### src/rtl/lui_pkg.sv
package lui_pkg;

  typedef enum logic [1:0] {
    LK_NONE,
    LK_NARROW,
    LK_PAIR,
    LK_WIDE
  } ld_kind_e;

  function automatic int max2(input int a, input int b);
    return (a > b) ? a : b;
  endfunction

endpackage

### src/rtl/lui_scoreboard.sv
module lui_scoreboard
  import lui_pkg::*;
#(
  parameter int NREG     = 16,
  parameter int RW       = 4,
  parameter int CW       = 3,
  parameter int S_NARROW = 2,
  parameter int S_EVEN   = 3,
  parameter int S_ODD    = 4,
  parameter int S_WIDE   = 4
) (
  input  logic          clk,
  input  logic          rst_n,
  input  logic          wr_en,
  input  ld_kind_e      wr_kind,
  input  logic [RW-1:0] wr_dst,
  input  logic          rd_a_vld,
  input  logic [RW-1:0] rd_a,
  input  logic          rd_b_vld,
  input  logic [RW-1:0] rd_b,
  output logic          rd_hazard
);

  logic [CW-1:0] cnt_rd [NREG];

  for (genvar g = 0; g < NREG; g++) begin : g_reg
    localparam logic [RW-1:0] IDX = RW'(g);

    logic          ld_en;
    logic [CW-1:0] ld_val;
    logic          cnt_en;
    logic [CW-1:0] cnt_d;
    logic [CW-1:0] cnt_q;

    // load value selection for this register
    always_comb begin
      ld_en  = 1'b0;
      ld_val = '0;
      if (wr_en) begin
        unique case (wr_kind)
          LK_NARROW: begin
            if (wr_dst == IDX) begin
              ld_en  = 1'b1;
              ld_val = CW'(S_NARROW);
            end
          end
          LK_WIDE: begin
            if (wr_dst == IDX) begin
              ld_en  = 1'b1;
              ld_val = CW'(S_WIDE);
            end
          end
          LK_PAIR: begin
            if (wr_dst[RW-1:1] == IDX[RW-1:1]) begin
              ld_en  = 1'b1;
              ld_val = IDX[0] ? CW'(S_ODD) : CW'(S_EVEN);
            end
          end
          default: ;
        endcase
      end
    end

    always_comb begin
      cnt_en = ld_en || (cnt_q != '0);
      cnt_d  = ld_en ? ld_val : (cnt_q - 1'b1);
    end

    always_ff @(posedge clk or negedge rst_n) begin
      if (!rst_n) begin
        cnt_q <= '0;
      end else if (cnt_en) begin
        cnt_q <= cnt_d;
      end
    end

    assign cnt_rd[g] = cnt_q;

    // a pending count that is not reloaded drops by one each cycle
    assert_countdown_R8: assert property (@(posedge clk) disable iff (!rst_n)
      (!ld_en && cnt_q != '0) |=> (cnt_q == $past(cnt_q) - 1'b1));
  end

  always_comb begin
    rd_hazard = (rd_a_vld && (cnt_rd[rd_a] != '0)) ||
                (rd_b_vld && (cnt_rd[rd_b] != '0));
  end

  assert_narrow_wait_R1: assert property (@(posedge clk) disable iff (!rst_n)
    (wr_en && wr_kind == LK_NARROW) |=> (cnt_rd[$past(wr_dst)] == CW'(S_NARROW)));

  assert_pair_wait_R3: assert property (@(posedge clk) disable iff (!rst_n)
    (wr_en && wr_kind == LK_PAIR) |=>
      ((cnt_rd[{$past(wr_dst[RW-1:1]), 1'b0}] == CW'(S_EVEN)) &&
       (cnt_rd[{$past(wr_dst[RW-1:1]), 1'b1}] == CW'(S_ODD))));

endmodule

### src/rtl/lui_load_buffer.sv
module lui_load_buffer #(
  parameter int SLOTS       = 4,
  parameter int SW          = 3,
  parameter int HW          = 3,
  parameter int HOLD_NARROW = 2,
  parameter int HOLD_WIDE   = 4
) (
  input  logic          clk,
  input  logic          rst_n,
  input  logic          alloc_en,
  input  logic          alloc_wide,
  output logic [SW-1:0] free_cnt
);

  logic [HW-1:0] slot_q [SLOTS];
  logic [HW-1:0] slot_d [SLOTS];
  logic [SLOTS-1:0] slot_en;
  logic [1:0] need;
  logic [1:0] taken;

  always_comb begin
    need     = alloc_wide ? 2'd2 : 2'd1;
    taken    = 2'd0;
    free_cnt = '0;
    for (int s = 0; s < SLOTS; s++) begin
      slot_d[s]  = slot_q[s];
      slot_en[s] = 1'b0;
      if (slot_q[s] != '0) begin
        slot_d[s]  = slot_q[s] - 1'b1;
        slot_en[s] = 1'b1;
      end else begin
        free_cnt = free_cnt + 1'b1;
        if (alloc_en && (taken < need)) begin
          slot_d[s]  = alloc_wide ? HW'(HOLD_WIDE) : HW'(HOLD_NARROW);
          slot_en[s] = 1'b1;
          taken      = taken + 2'd1;
        end
      end
    end
  end

  always_ff @(posedge clk or negedge rst_n) begin
    if (!rst_n) begin
      for (int s = 0; s < SLOTS; s++) slot_q[s] <= '0;
    end else begin
      for (int s = 0; s < SLOTS; s++) begin
        if (slot_en[s]) slot_q[s] <= slot_d[s];
      end
    end
  end

  // the issue decision never allocates more slots than are free
  assert_alloc_fits_R7: assert property (@(posedge clk) disable iff (!rst_n)
    alloc_en |-> (free_cnt >= (alloc_wide ? SW'(2) : SW'(1))));

endmodule

### src/rtl/lui_port_gap.sv
module lui_port_gap (
  input  logic clk,
  input  logic rst_n,
  input  logic wide_issued,
  output logic gap_busy
);

  logic gap_d;

  always_comb gap_d = wide_issued;

  always_ff @(posedge clk or negedge rst_n) begin
    if (!rst_n) begin
      gap_busy <= 1'b0;
    end else begin
      gap_busy <= gap_d;
    end
  end

endmodule

### src/rtl/lui_interlock.sv
module lui_interlock
  import lui_pkg::*;
#(
  parameter int NREG          = 16,
  parameter int SLOTS         = 4,
  parameter int WAIT_NARROW   = 2,
  parameter int WAIT_PAIR_EVN = 3,
  parameter int WAIT_PAIR_ODD = 4,
  parameter int WAIT_WIDE     = 4
) (
  input  logic                    clk,
  input  logic                    rst_n,
  input  logic                    ins_valid,
  input  logic                    ins_mem,
  input  logic                    ins_load,
  input  logic                    ins_wide,
  input  logic                    ins_cp,
  input  logic [$clog2(NREG)-1:0] ins_dst,
  input  logic                    ins_src_a_vld,
  input  logic [$clog2(NREG)-1:0] ins_src_a,
  input  logic                    ins_src_b_vld,
  input  logic [$clog2(NREG)-1:0] ins_src_b,
  output logic                    stall,
  output logic                    issue
);

  localparam int RW        = $clog2(NREG);
  localparam int HOLD_WIDE = max2(max2(WAIT_PAIR_EVN, WAIT_PAIR_ODD), WAIT_WIDE);
  localparam int WAIT_MAX  = max2(HOLD_WIDE, WAIT_NARROW);
  localparam int CW        = $clog2(WAIT_MAX + 1);
  localparam int SW        = $clog2(SLOTS + 1);

  ld_kind_e      kind;
  logic          src_hz;
  logic          gap_busy;
  logic [SW-1:0] free_cnt;
  logic          buf_short;
  logic          is_ld;
  logic          sb_wr;
  logic          wide_issued;

  always_comb begin
    is_ld = ins_mem && ins_load;
    if (!is_ld)         kind = LK_NONE;
    else if (!ins_wide) kind = LK_NARROW;
    else if (ins_cp)    kind = LK_WIDE;
    else                kind = LK_PAIR;
  end

  always_comb begin
    buf_short   = is_ld && (free_cnt < (ins_wide ? SW'(2) : SW'(1)));
    stall       = ins_valid && (src_hz || (ins_mem && gap_busy) || buf_short);
    issue       = ins_valid && !stall;
    sb_wr       = issue && is_ld;
    wide_issued = issue && ins_mem && ins_wide;
  end

  lui_scoreboard #(
    .NREG    (NREG),
    .RW      (RW),
    .CW      (CW),
    .S_NARROW(WAIT_NARROW),
    .S_EVEN  (WAIT_PAIR_EVN),
    .S_ODD   (WAIT_PAIR_ODD),
    .S_WIDE  (WAIT_WIDE)
  ) i_scoreboard (
    .clk      (clk),
    .rst_n    (rst_n),
    .wr_en    (sb_wr),
    .wr_kind  (kind),
    .wr_dst   (ins_dst),
    .rd_a_vld (ins_src_a_vld),
    .rd_a     (ins_src_a),
    .rd_b_vld (ins_src_b_vld),
    .rd_b     (ins_src_b),
    .rd_hazard(src_hz)
  );

  lui_load_buffer #(
    .SLOTS      (SLOTS),
    .SW         (SW),
    .HW         (CW),
    .HOLD_NARROW(WAIT_NARROW),
    .HOLD_WIDE  (HOLD_WIDE)
  ) i_load_buffer (
    .clk       (clk),
    .rst_n     (rst_n),
    .alloc_en  (sb_wr),
    .alloc_wide(ins_wide),
    .free_cnt  (free_cnt)
  );

  lui_port_gap i_port_gap (
    .clk        (clk),
    .rst_n      (rst_n),
    .wide_issued(wide_issued),
    .gap_busy   (gap_busy)
  );

  assert_gap_after_wide_load_R4: assert property (@(posedge clk) disable iff (!rst_n)
    ($past(rst_n) && $past(issue && ins_mem && ins_wide && ins_load) &&
     ins_valid && ins_mem) |-> stall);

  assert_gap_after_wide_store_R5: assert property (@(posedge clk) disable iff (!rst_n)
    ($past(rst_n) && $past(issue && ins_mem && ins_wide && !ins_load) &&
     ins_valid && ins_mem) |-> stall);

  assert_idle_quiet_R11: assert property (@(posedge clk) disable iff (!rst_n)
    !ins_valid |-> (!stall && !issue));

endmodule

### config.mk
export PLATFORM = sky130hd
export DESIGN_NAME = lui_interlock
export DESIGN_NICKNAME = d
export VERILOG_FILES = /design/src/rtl/lui_pkg.sv /design/src/rtl/lui_scoreboard.sv /design/src/rtl/lui_load_buffer.sv /design/src/rtl/lui_port_gap.sv /design/src/rtl/lui_interlock.sv
export SDC_FILE = /design/constraint.sdc
export NUM_CORES = 1
export LEC_CHECK = 0
export ABC_AREA = 1
export BUFFER_PORTS_ARGS = -buffer_cell sky130_fd_sc_hd__buf_2
export CORE_UTILIZATION = 30
export DETAILED_ROUTE_END_ITERATION = 8
export GPL_ROUTABILITY_DRIVEN = 0
export SYNTH_ARGS = -nofsm -noshare
export SYNTH_HDL_FRONTEND = slang
export SYNTH_SLANG_ARGS = --single-unit
### constraint.sdc
create_clock -name clk -period 5.5 [get_ports clk]
set_input_delay 1.1 -clock clk [delete_from_list [all_inputs] [get_ports clk]]
set_output_delay 1.1 -clock clk [all_outputs]
set_load 0.1 [all_outputs]
# Word-level counts from Yosys, hierarchy flattened
# Cells that the tools add are included.
# op_classes
mux	190
multipliers	0
n_bitwise	2
shift	0
addsub	25
reduce_logical	67
n_eq_ne	25
div_mod_pow	0
n_lt_le_gt_ge	7
# op_table
op	count
3-bit two-way mux	72
3-bit case mux with 3 select lines	16
2-bit two-way mux	33
3-bit nonzero test	22
3-bit by 1-bit subtractor with 3-bit output (second input constant)	20
1-bit two-way mux	51
4-bit == test (second input constant)	8
1-bit case mux with 2 select lines	16
3-bit binary-select mux with 4-bit select	2
1-bit logical OR	19
4-bit by 3-bit == test with 1-bit output (second input constant)	4
1-bit logical AND	14
3-bit == test (second input constant)	4
5-bit >= comparator (second input constant)	2
4-bit NOT with 5-bit output	2
4-bit by 2-bit == test with 1-bit output (second input constant)	2
2-bit AND reduction	4
2-bit nonzero test	4
3-bit by 1-bit adder with 3-bit output (second input constant)	2
3-bit by 2-bit == test with 1-bit output (second input constant)	2
2-bit < comparator	3
2-bit by 1-bit adder with 2-bit output (second input constant)	2
2-bit == test (second input constant)	2
4-bit by 1-bit == test with 1-bit output (second input constant)	1
other kinds (9)	9
# word_totals
n_memories	0
input_bits	21
register_bits	61
ramBits	0
latch_bits	0
out_inout_bits	2
romBits	0
word_cells	337

# Depth between registers and ports, before layout
# Gate-level depths: netlist of run 1.
# logic_depth
ltp_word	31
ltp_mapped	37
ltp_nobuf	36

# Hierarchy
# From an unflattened synthesis of run 1, not the netlist that was laid out.
# hier_totals
cells_unflattened	712
hier_area_um2	4958.5
# modules_own_cells
module	area_per_inst_um2	cells_each	seq_area_each_um2	n_inst
lui_scoreboard	3870.0	563	1201.2	1
lui_load_buffer	967.2	128	300.3	1
lui_interlock	96.3	20	0.0	1
lui_port_gap	25.0	1	25.0	1

# Least setup slack after synthesis of run 1
# Ideal clock, no wire load.
# synth_timing
path_type	reg-to-reg
from	register i_load_buffer.slot_q[6] (netlist bit)
to	register i_load_buffer.slot_q[1] (netlist bit)
n_path_buf	1
period_less_slack_ns	4.404
required_time_ns	5.383
setup_time_ns	0.117
arrival_ns	4.288
slack_ns	1.096
stages_incl_launch_ff	35
path_cell_list	dfrtp_1 -> inv_1 -> ha_1 -> nand2_2 -> ha_1 -> inv_1 -> nand2_1 -> nand2_1 -> inv_1 -> ha_1 -> nand2_1 -> o21ai_0 -> ha_1 -> nand2_1 -> a21boi_2 -> nand3_2 -> nor2_4 -> inv_4 -> nor2_8 -> inv_4 -> buf_2 -> nor2_1 -> ha_1 -> inv_1 -> nor2_1 -> ha_1 -> nand2_1 -> nand4_1 -> xnor2_1 -> ha_1 -> nand2_1 -> nand2_1 -> nand2_1 -> nand2_1 -> nand2_1
# synth_via
elab_chain_len	29
elab_cells_between_ends	32
classes_between	add/sub (4); order compare (4); mux (11); reduce/logical (13)
# synth_rtl
item	line	text
start, declared	lui_load_buffer.sv:15	logic [HW-1:0] slot_q [SLOTS];
start signal, assigned by index	lui_load_buffer.sv:47	if (slot_en[s]) slot_q[s] <= slot_d[s];
3-bit nonzero test *	lui_load_buffer.sv:28	if (slot_q[s] != '0) begin
3-bit two-way mux	lui_load_buffer.sv:28	
3-bit by 1-bit adder with 3-bit output	lui_load_buffer.sv:32	free_cnt = free_cnt + 1'b1;
3-bit two-way mux	lui_load_buffer.sv:28	
3-bit by 1-bit adder with 3-bit output	lui_load_buffer.sv:32	
3-bit two-way mux	lui_load_buffer.sv:28	
3-bit by 2-bit < comparator with 1-bit output	lui_interlock.sv:51	buf_short = is_ld && (free_cnt < (ins_wide ? SW'(2) : SW'(1)));
1-bit logical AND	lui_interlock.sv:51	
[13 not listed]	-	
1-bit logical AND	lui_load_buffer.sv:33	if (alloc_en && (taken < need)) begin
2-bit two-way mux	lui_load_buffer.sv:33	
2-bit two-way mux	lui_load_buffer.sv:28	
2-bit < comparator	lui_load_buffer.sv:33	
1-bit logical AND *	lui_load_buffer.sv:33	
1-bit two-way mux	lui_load_buffer.sv:33	
1-bit two-way mux	lui_load_buffer.sv:28	
2-bit AND reduction (no line) *	-	
# Every way passes the cells marked *; elsewhere a longest branch is shown, timed or not.
# A chain may end at the register's enable or synchronous reset.

# Final worst setup path of run 1
# Same ends and word-level chain as after synthesis.

==> metrics.yaml, run 1 <==
synth:
  ys.flop_type: "dfrtp_1"
  syn-cell-area_sq_um: 4950
  synth_seq_cells: 61
  synth.avg_cell_area_sq_um: 6.93
  yosysSeqAreaShare_pct: 30.8
  synthesis.instances: 715
  async_reset_ff_share_pct: 100
  synth-edff-count: 0
  synthesis.nets: 782
  ys_types: 45
  yosysWarnings: 0
routing:
  drt-met1-wl_um: 6300
  drt-initial-drc-count: 308
  ant_nets: 0
  wire_per_inst_um: 13.8
  drt-pass1-iter-count: 6
  wl_met3_um: 731
  vias: 4665
  routed.top_layer: "met4"
  dr_wl_met2_um: 5810
  via_per_inst: 4.84
  drc: 0
  routed_wl_um: 13300
layout:
  fin_nets: 809
  fill_cells: 1783
  syn_to_final_growth_pct: 13.9
  final-seq-area_sq_um: 1530
  multi_input_area_sq_um: 2890
  drive_gt1_share_pct: 8.30
  utilization_pct: 35.3
  antenna_cells: 0
timing:
  whs_ns: 0.489
  fin_ws_ns: 0.618
  rsz0062_at_grt: "false"
  setup_tns_ns: 0
  finalSetupViolCount: 0
  final-hold-violation-count: 0
  period_minus_slack_ns: 4.88
  clock.fmax_ghz: 0.205
  worst_slew_pin_slew_ns: 0.826
  drv_slew: 0
  slew_headroom_pct: 44.9
  finClkSkew_ns: 0.00886
  timing.final.crit_share_pct: 88.8
global_route:
  first_global_vias: 4500
  grt_pass1_wl_um: 22200
  grt_overflow_total: 0
  antenna_found_initial: 0
  grt_usage_pct: 17.2
  grt_max_degree: 62
placed_design:
  place_worst_setup_slack_ns: 0.670
  portBuffers: 22
  hpwlAfterDp_um: 10300
critical_path:
  slowest_stage: "dfrtp_1"
  crit_arrival_ns: 5.12
  cp_data_required_time_ns: 5.74
  crit_type: "reg2reg"
  crit_top_cell: "nand2_1"
  start_kind: "register"
  ff2ff_setup_slack_ns: 0.62
  crit_path_end_kind: "register"
  critPathMaxFanout: 13
  cp_slowest_stage_delay_ns: 0.36
clocking:
  clk_path_buf_depth: 2
  cts.reportedPaths.clkPinSlew_ns: 0.06
  clockRootBuffer: "clkbuf_16"
  cts_hold_buf: 0
  clkLatencyLatePin_ns: 0.35
  tritoncts.num_buffers: 9
  post-cts-setup-buffers: 0
  clkSinkCount: 61
  h-tree-depth: 3
  cts_resized: 0
  cts_tree: "done"
floorplanning:
  num_rows: 46
  core_area_sq_um: 16000
  die_area_sq_um: 17000
  initial_core_util_pct: 31.0
  die_h_um: 130
  io-pin-count: 23
  die_w_um: 130
min_path:
  hp-class: "reg2reg"
flow_run:
  drv_cap: 0
power:
  p_leak_nw: 2.97
  p_per_area_nw_per_um2: 528
  ir_worst_vdd_v: 0.000220
  report.power.total_w: 0.00298
outcome:
  outcome: "completed"
[critical path: cells and delay by family, from the launching register on]
family	cells	cell delay, ns
adders and majority gates	7	1.74
DFF	1	0.36
AOI/OAI and AO/OA	2	0.25
buffers and inverters	7	0.64
xor gates and xnor gates	1	0.16
and+or+nand+nor	17	1.63
[metrics by stage]
step           std cells  cell area (sq um)
2_1_floorplan        715               4950
3_3_place_gp         947               5310
3_5_place_dp         947               5310
4_1_cts              963               5640
5_1_grt              963               5640
6_report             963               5640
[cell families after synthesis]
kind of cell	synth area share [%]
AO/OA/AOI/OAI	12.1
XOR/XNOR	3.18
adder cells (fa/ha/maj)	11.6
buffers and inverters	10.8
flip-flops	30.8
multiplexers	0.657
AND/OR/NAND/NOR	30.8
[cell type report]
cell class	instances	share of cell area [%]
Multi-Input combinational cell	518	51.2
Sequential cell	61	27.0
Inverter	124	8.34
Clock buffer	14	5.21
Tap cell	216	4.79
Timing Repair Buffer	28	2.75
Clock inverter	2	0.665
[Yosys cell counts, types with 2 or more instances]
library cell | instances | area (sq um)
nand2_1 | 172 | 646
inv_1 | 117 | 439
nand3_1 | 72 | 360
nor2_1 | 68 | 255
dfrtp_1 | 61 | 1530
o21ai_0 | 51 | 255
ha_1 | 46 | 576
nor3_1 | 14 | 70.1
a21oi_1 | 13 | 65.1
xor2_1 | 12 | 105
nand3b_1 | 11 | 82.6
xnor2_1 | 6 | 52.6
a31oi_1 | 5 | 31.3
buf_2 | 5 | 25.0
o21ai_1 | 5 | 25.0
clkbuf_1 | 4 | 15.0
inv_2 | 4 | 15.0
nand4_1 | 4 | 25.0
o211ai_1 | 4 | 30.0
nand2_2 | 3 | 18.8
o2111ai_1 | 3 | 26.3
o221ai_1 | 3 | 26.3
a211oi_1 | 2 | 15.0
a32oi_1 | 2 | 17.5
buf_4 | 2 | 15.0
inv_4 | 2 | 12.5
mux2_2 | 2 | 22.5
nor2_4 | 2 | 22.5
o22ai_1 | 2 | 12.5
o31ai_1 | 2 | 15.0
o32ai_1 | 2 | 17.5
[worst paths after layout]
kind	start	endpoint	cells past startpoint
hold reg to reg	i_load_buffer.slot_q[9]	i_load_buffer.slot_q[9]	1
setup / recovery	i_load_buffer.slot_q[6]	i_load_buffer.slot_q[1]	34
hold / removal	i_load_buffer.slot_q[9]	i_load_buffer.slot_q[9]	1
max in group asynchronous	rst_n	i_scoreboard.g_reg[4].cnt_q[0]	2
setup reg to reg	i_load_buffer.slot_q[6]	i_load_buffer.slot_q[1]	34
min in group asynchronous	rst_n	i_load_buffer.slot_q[4]	2
[power by group]
group          total [W]  internal (W)  switching [W]
Clock           0.000623      0.000412       0.000211
Sequential      0.000840      0.000696       0.000144
Combinational    0.00152      0.000593       0.000922
Total            0.00298       0.00170        0.00128
[flip-flops by register name, indices dropped and copies added, names as in the netlist]
signal,flops
i_port_gap.gap_busy,1
i_scoreboard.g.cnt_q,48
i_load_buffer.slot_q,12
[layer usage]
| layer | global-route usage [%] | vias to the layer above |
|---|---|---|
| met3 | 3.87 | 31 |
| met5 | 0 | - |
| met4 | 8.65 | 0 |
| met2 | 26.2 | 125 |
| met1 | 22.9 | 2142 |
| li1 | - | 2367 |
[layout by cell type (no fill, tap or decap), types with 3 or more instances in the layout]
cell type,netlist,routed
nand2_2,3,3
clkbuf_16,0,9
nor2_1,68,68
o221ai_1,3,3
dfrtp_1,61,61
a31oi_1,5,5
inv_1,117,117
nand3b_1,11,11
xnor2_1,6,6
o2111ai_1,3,3
ha_1,46,46
inv_2,4,4
a21oi_1,13,13
nand2_1,172,172
buf_2,5,22
o21ai_0,51,51
xor2_1,12,12
clkbuf_8,0,5
o21ai_1,5,5
nand4_1,4,4
nand3_1,72,72
nor3_1,14,14
o211ai_1,4,4
buf_4,2,6
No activity file was read; power rests on OpenSTA's default activity.
==> inputs of run 2 (changes only) <==
RECOVER_POWER = 100   (was unset)
SLEW_MARGIN = 5   (was unset)
==> metrics.yaml, run 2 (synthesis gave the netlist of run 1 again) <==
outcome:
  outcome: "finished with violations"
  violations: "max-capacitance violations, max-slew violations"
global_route:
  grt_usage_pct: 17.2  # unchanged
  grt_max_degree: 62  # unchanged
  first_global_vias: 4500  # unchanged
  grt_overflow_total: 0  # unchanged
  grt_use_met3_pct: 3.87  # unchanged
  grt_use_met2_pct: 26.2  # unchanged
  use_met1_pct: 22.9  # unchanged
  grt.busiest_layer: "met2"
  antenna_found_initial: 0  # unchanged
  grt_pass1_wl_um: 22200  # unchanged
clocking:
  cts_tree: "done"
  h-tree-depth: 3  # unchanged
  clockRootBuffer: "clkbuf_16"
  cts_resized: 0  # unchanged
  tritoncts.num_buffers: 9  # unchanged
  clk_path_buf_depth: 2  # unchanged
  clkLatencyLatePin_ns: 0.35  # about the same
  clkSinkCount: 61  # unchanged
  post-cts-setup-buffers: 0  # unchanged
  cts_hold_buf: 0  # unchanged
  cts.reportedPaths.clkPinSlew_ns: 0.06  # about the same
layout:
  final_common_cell: "nand2_1"
  fill_cells: 1788  # +0.28%
  drive_gt1_share_pct: 7.76  # -0.54 points
  fin_nets: 809  # unchanged
  largest_register: "i_scoreboard.g.cnt_q"
  largest_register_ffs: 48  # unchanged
  fin_area_sq_um: 5630  # -0.29%
  instances_no_fill: 963  # unchanged
  most-common-layout-cells: "nand2_1 (172), inv_1 (117), nand3_1 (73)"
  final-seq-area_sq_um: 1530  # unchanged
  antenna_cells: 0  # unchanged
  reg_top3: "i_scoreboard.g.cnt_q x48, i_load_buffer.slot_q x12, i_port_gap.gap_busy x1"
  multi_input_area_sq_um: 2880  # -0.30%
  syn_to_final_growth_pct: 13.6
placed_design:
  placed_area_sq_um: 5310  # unchanged
  place_worst_setup_slack_ns: 0.670  # unchanged
  dpl.cell_count: 947  # unchanged
  portBuffers: 22  # unchanged
  hpwlAfterDp_um: 10300  # unchanged
timing:
  setup_tns_ns: 0  # unchanged
  worst_slew_pin_slew_ns: 3.36  # +2.54 ns
  timing.final.crit_share_pct: 89.3  # +0.55 points
  period_minus_slack_ns: 4.91  # +0.0304 ns
  finalSetupViolCount: 0  # unchanged
  fin_ws_ns: 0.587  # -0.0304 ns
  finClkSkew_ns: 0.00798  # -0.000875 ns
  clock.fmax_ghz: 0.204  # -0.62%
  drv_slew: 62  # +62
  rsz0062_at_grt: "false"
  final-hold-violation-count: 0  # unchanged
  whs_ns: 0.489  # -0.000183 ns
  slew_headroom_pct: -124  # -170 points
routing:
  vias: 4649  # -0.34%
  drt-pass1-iter-count: 5  # -1
  ant_nets: 0  # unchanged
  wire_per_inst_um: 13.7  # -0.31%
  drt-initial-drc-count: 304  # -1.3%
  via_per_inst: 4.83  # -0.34%
  routed_wl_um: 13200  # -0.31%
  drc: 0  # unchanged
critical_path:
  cp_data_required_time_ns: 5.74  # about the same
  slowest_stage: "dfrtp_1"
  critPathMaxFanout: 13  # unchanged
  ff2ff_setup_slack_ns: 0.59  # -0.03 ns
  crit_top_cell: "nand2_1"
  crit_arrival_ns: 5.15  # +0.03 ns
  cp_slowest_stage_delay_ns: 0.36  # about the same
  start_kind: "register"
  crit_type: "reg2reg"
  crit_path_end_kind: "register"
  reg2regPathDepth: 34  # unchanged
floorplanning:
  die_w_um: 130  # unchanged
  die_h_um: 130  # unchanged
  num_rows: 46  # unchanged
  die_area_sq_um: 17000  # unchanged
  core_area_sq_um: 16000  # unchanged
  initial_core_util_pct: 31.0  # unchanged
  io-pin-count: 23  # unchanged
min_path:
  hp-class: "reg2reg"
  whs_path_depth: 1  # unchanged
power:
  p_leak_nw: 2.96  # -0.34%
  ir_worst_vdd_v: 0.000219  # about the same
  p_per_area_nw_per_um2: 529  # +0.22%
flow_run:
  drv_cap: 1  # +1
run 2: path summary, 6_finish.rpt:
check                                                  to                     from
max                               i_load_buffer.slot_q[1]  i_load_buffer.slot_q[6]
min                               i_load_buffer.slot_q[9]  i_load_buffer.slot_q[9]
max reg2reg                       i_load_buffer.slot_q[1]  i_load_buffer.slot_q[6]
min reg2reg                       i_load_buffer.slot_q[9]  i_load_buffer.slot_q[9]
max in group asynchronous  i_scoreboard.g_reg[4].cnt_q[0]                    rst_n
min in group asynchronous         i_load_buffer.slot_q[4]                    rst_n
run 2: power breakdown:
part           total (W)  leakage (nW)  switching [W]  internal, W
clock           0.000624         0.161       0.000212     0.000412
combinational    0.00151          2.07       0.000920     0.000591
sequential      0.000841         0.730       0.000145     0.000696
run 2: stage by stage:
stage | power, W | util, %
floorplan | 0.00201 | -
global placement | 0.00234 | 33.2
finish | 0.00298 | 35.2
CTS | 0.00301 | 35.3
global route | 0.00332 | 35.2
detailed placement | 0.00237 | 33.2
run 2: metal layers:
metal  up-vias  routed length [um]
met2       118                5790
li1       2367                   -
met5         -                   0
met3        33                 636
met1      2131                6360
met4         0                 463
run 2: worst max-delay path: cells and delay by family (launching register included):
family	cells	cell delay [ns]
AO/OA/AOI/OAI	2	0.24
XOR/XNOR	1	0.16
adder cells (fa/ha/maj)	7	1.74
buffers and inverters	7	0.64
flip-flops	1	0.36
AND/OR/NAND/NOR	17	1.68
run 2: area by class of cell:
type / instances / area share [%]
Clock inverter: 2 / 0.667
Tap cell: 216 / 4.80
Clock buffer: 14 / 5.22
Timing Repair Buffer: 28 / 2.62
Sequential cell: 61 / 27.1
Multi-Input combinational cell: 518 / 51.2
Inverter: 124 / 8.36
==> inputs of run 3 (changes only) <==
CORE_ASPECT_RATIO = 0.75   (was unset)
CORE_MARGIN = 10   (was unset)
MAX_ROUTING_LAYER = met4   (was unset)
==> metrics.yaml, run 3 (synthesis gave the netlist of run 1 again) <==
outcome:
  outcome: "finished with violations"
  violations: "max-capacitance violations, max-slew violations"
placed_design:
  portBuffers: 22  # unchanged
  place_worst_setup_slack_ns: 0.514  # -0.157 ns
  placed_area_sq_um: 5300  # -0.28%
  dpl.cell_count: 940  # -0.74%
  hpwlAfterDp_um: 10400  # +1.1%
global_route:
  grt_max_degree: 62  # unchanged
  grt_usage_pct: 12.7  # -4.5 points
  grt_pass1_wl_um: 22500  # +1.4%
  grt_overflow_total: 0  # unchanged
  first_global_vias: 4284  # -4.8%
  antenna_found_initial: 0  # unchanged
clocking:
  post-cts-setup-buffers: 0  # unchanged
  cts.reportedPaths.clkPinSlew_ns: 0.05  # about the same
  cts_resized: 0  # unchanged
  clkLatencyLatePin_ns: 0.34  # about the same
  clockRootBuffer: "clkbuf_16"
  tritoncts.num_buffers: 9  # unchanged
  clkSinkCount: 61  # unchanged
  h-tree-depth: 3  # unchanged
  cts_tree: "done"
  clk_path_buf_depth: 2  # unchanged
  cts_hold_buf: 0  # unchanged
critical_path:
  start_kind: "register"
  cp_data_required_time_ns: 5.73  # about the same
  crit_arrival_ns: 5.25  # +0.10 ns
  crit_type: "reg2reg"
  cp_slowest_stage_delay_ns: 0.35  # about the same
  crit_top_cell: "nand2_1"
  critPathMaxFanout: 23  # +10
  slowest_stage: "dfrtp_1"
  crit_path_end_kind: "register"
timing:
  drv_slew: 62  # unchanged
  final-hold-violation-count: 0  # unchanged
  period_minus_slack_ns: 5.03  # +0.112 ns
  rsz0062_at_grt: "false"
  fin_ws_ns: 0.475  # -0.112 ns
  finalSetupViolCount: 0  # unchanged
  slew_headroom_pct: -129  # -5.3 points
  finClkSkew_ns: 0.00657  # -0.00141 ns
  worst_slew_pin_slew_ns: 3.44  # +0.0792 ns
  timing.final.crit_share_pct: 91.4  # +2.0 points
  setup_tns_ns: 0  # unchanged
  clock.fmax_ghz: 0.199  # -2.2%
floorplanning:
  core_area_sq_um: 16100  # +0.72%
  die_w_um: 168  # +29%
  num_rows: 40  # -13%
  io-pin-count: 23  # unchanged
  die_area_sq_um: 22100  # +30%
  initial_core_util_pct: 30.7  # -0.22 points
  die_h_um: 131  # +0.60%
routing:
  ant_nets: 0  # unchanged
  routed_wl_um: 13800  # +3.9%
  drt-initial-drc-count: 593  # +95%
  drt-pass1-iter-count: 5  # unchanged
  vias: 4653  # +0.086%
  via_per_inst: 4.87  # +0.82%
  wire_per_inst_um: 14.4  # +4.7%
  drc: 0  # unchanged
layout:
  fill_cells: 1747  # -2.3%
  drive_gt1_share_pct: 7.51  # -0.26 points
  multi_input_area_sq_um: 2880  # about the same
  final-seq-area_sq_um: 1530  # unchanged
  antenna_cells: 0  # unchanged
  instances_no_fill: 956  # -0.73%
  fin_nets: 808  # -0.12%
  reg_top3: "i_scoreboard.g.cnt_q x48, i_load_buffer.slot_q x12, i_port_gap.gap_busy x1"
  most-common-layout-cells: "nand2_1 (172), inv_1 (117), nand3_1 (72)"
  fin_area_sq_um: 5610  # -0.36%
  syn_to_final_growth_pct: 13.2
  largest_register_ffs: 48  # unchanged
  largest_register: "i_scoreboard.g.cnt_q"
  final_common_cell: "nand2_1"
power:
  p_per_area_nw_per_um2: 534  # +0.97%
  ir_worst_vdd_v: 0.000217  # -1.2%
  p_leak_nw: 2.96  # about the same
flow_run:
  drv_cap: 1  # unchanged
min_path:
  hp-class: "reg2reg"
run 3: cell types whose count changed in the layout (fill, tap and decap cells not counted), sizes merged:
cell | before | now
bufinv | 1 | 2
clkinvlp | 1 | 0
clkinv | 1 | 3
clkbuf | 18 | 15
run 3: layout make-up:
type | instances | share of cell area [%]
inverters | 124 | 8.39
clock inverters | 4 | 1.25
flip-flops and latches | 61 | 27.2
repair buffers | 27 | 2.54
multi-input cells | 518 | 51.3
clock buffers | 12 | 4.57
well taps | 210 | 4.69
run 3: report_power, final:
group          switching [W]  total [W]  internal, W
Combinational       0.000931    0.00152     0.000591
Clock               0.000213   0.000633     0.000420
Sequential          0.000143   0.000839     0.000696
run 3: stage by stage:
step                      hold WS, ns  total power [W]  utilization [%]
after floorplan                 0.448          0.00201                -
after global placement          0.478          0.00234             32.9
after detailed placement        0.471          0.00236             32.9
after CTS                       0.483          0.00300             34.9
after global routing            0.518          0.00332             34.8
final                           0.484          0.00299             34.8
run 3: metal layers:
metal / vias to the layer above / share of wire [%] / GRT usage (%)
li1: 2363 / - / -
met1: 2111 / 53 / 18.8
met2: 154 / 38 / 16.8
met3: 25 / 7.4 / 2.62
met4: 0 / 1.4 / 3.19
met5: - / 0 / -
run 3: worst max-delay path, delay by kind of cell, from the launching register on:
kind / cells / cell delay [ns]
AND/OR/NAND/NOR: 17 / 1.88
XOR/XNOR: 1 / 0.16
flip-flops: 1 / 0.35
buffers and inverters: 6 / 0.51
adder cells (fa/ha/maj): 7 / 1.76
AO/OA/AOI/OAI: 2 / 0.23
run 3: worst paths after layout:
check                           cells past startpoint                        endpoint  slack, ns                     from
worst max register to register                     33         i_load_buffer.slot_q[1]       0.47  i_load_buffer.slot_q[6]
worst min register to register                      1         i_load_buffer.slot_q[8]       0.48  i_load_buffer.slot_q[8]
worst max-delay path                               33         i_load_buffer.slot_q[1]       0.47  i_load_buffer.slot_q[6]
max in group asynchronous                           2  i_scoreboard.g_reg[7].cnt_q[0]       1.52                    rst_n
worst min-delay path                                1         i_load_buffer.slot_q[8]       0.48  i_load_buffer.slot_q[8]
min in group asynchronous                           2         i_load_buffer.slot_q[3]       2.02                    rst_n
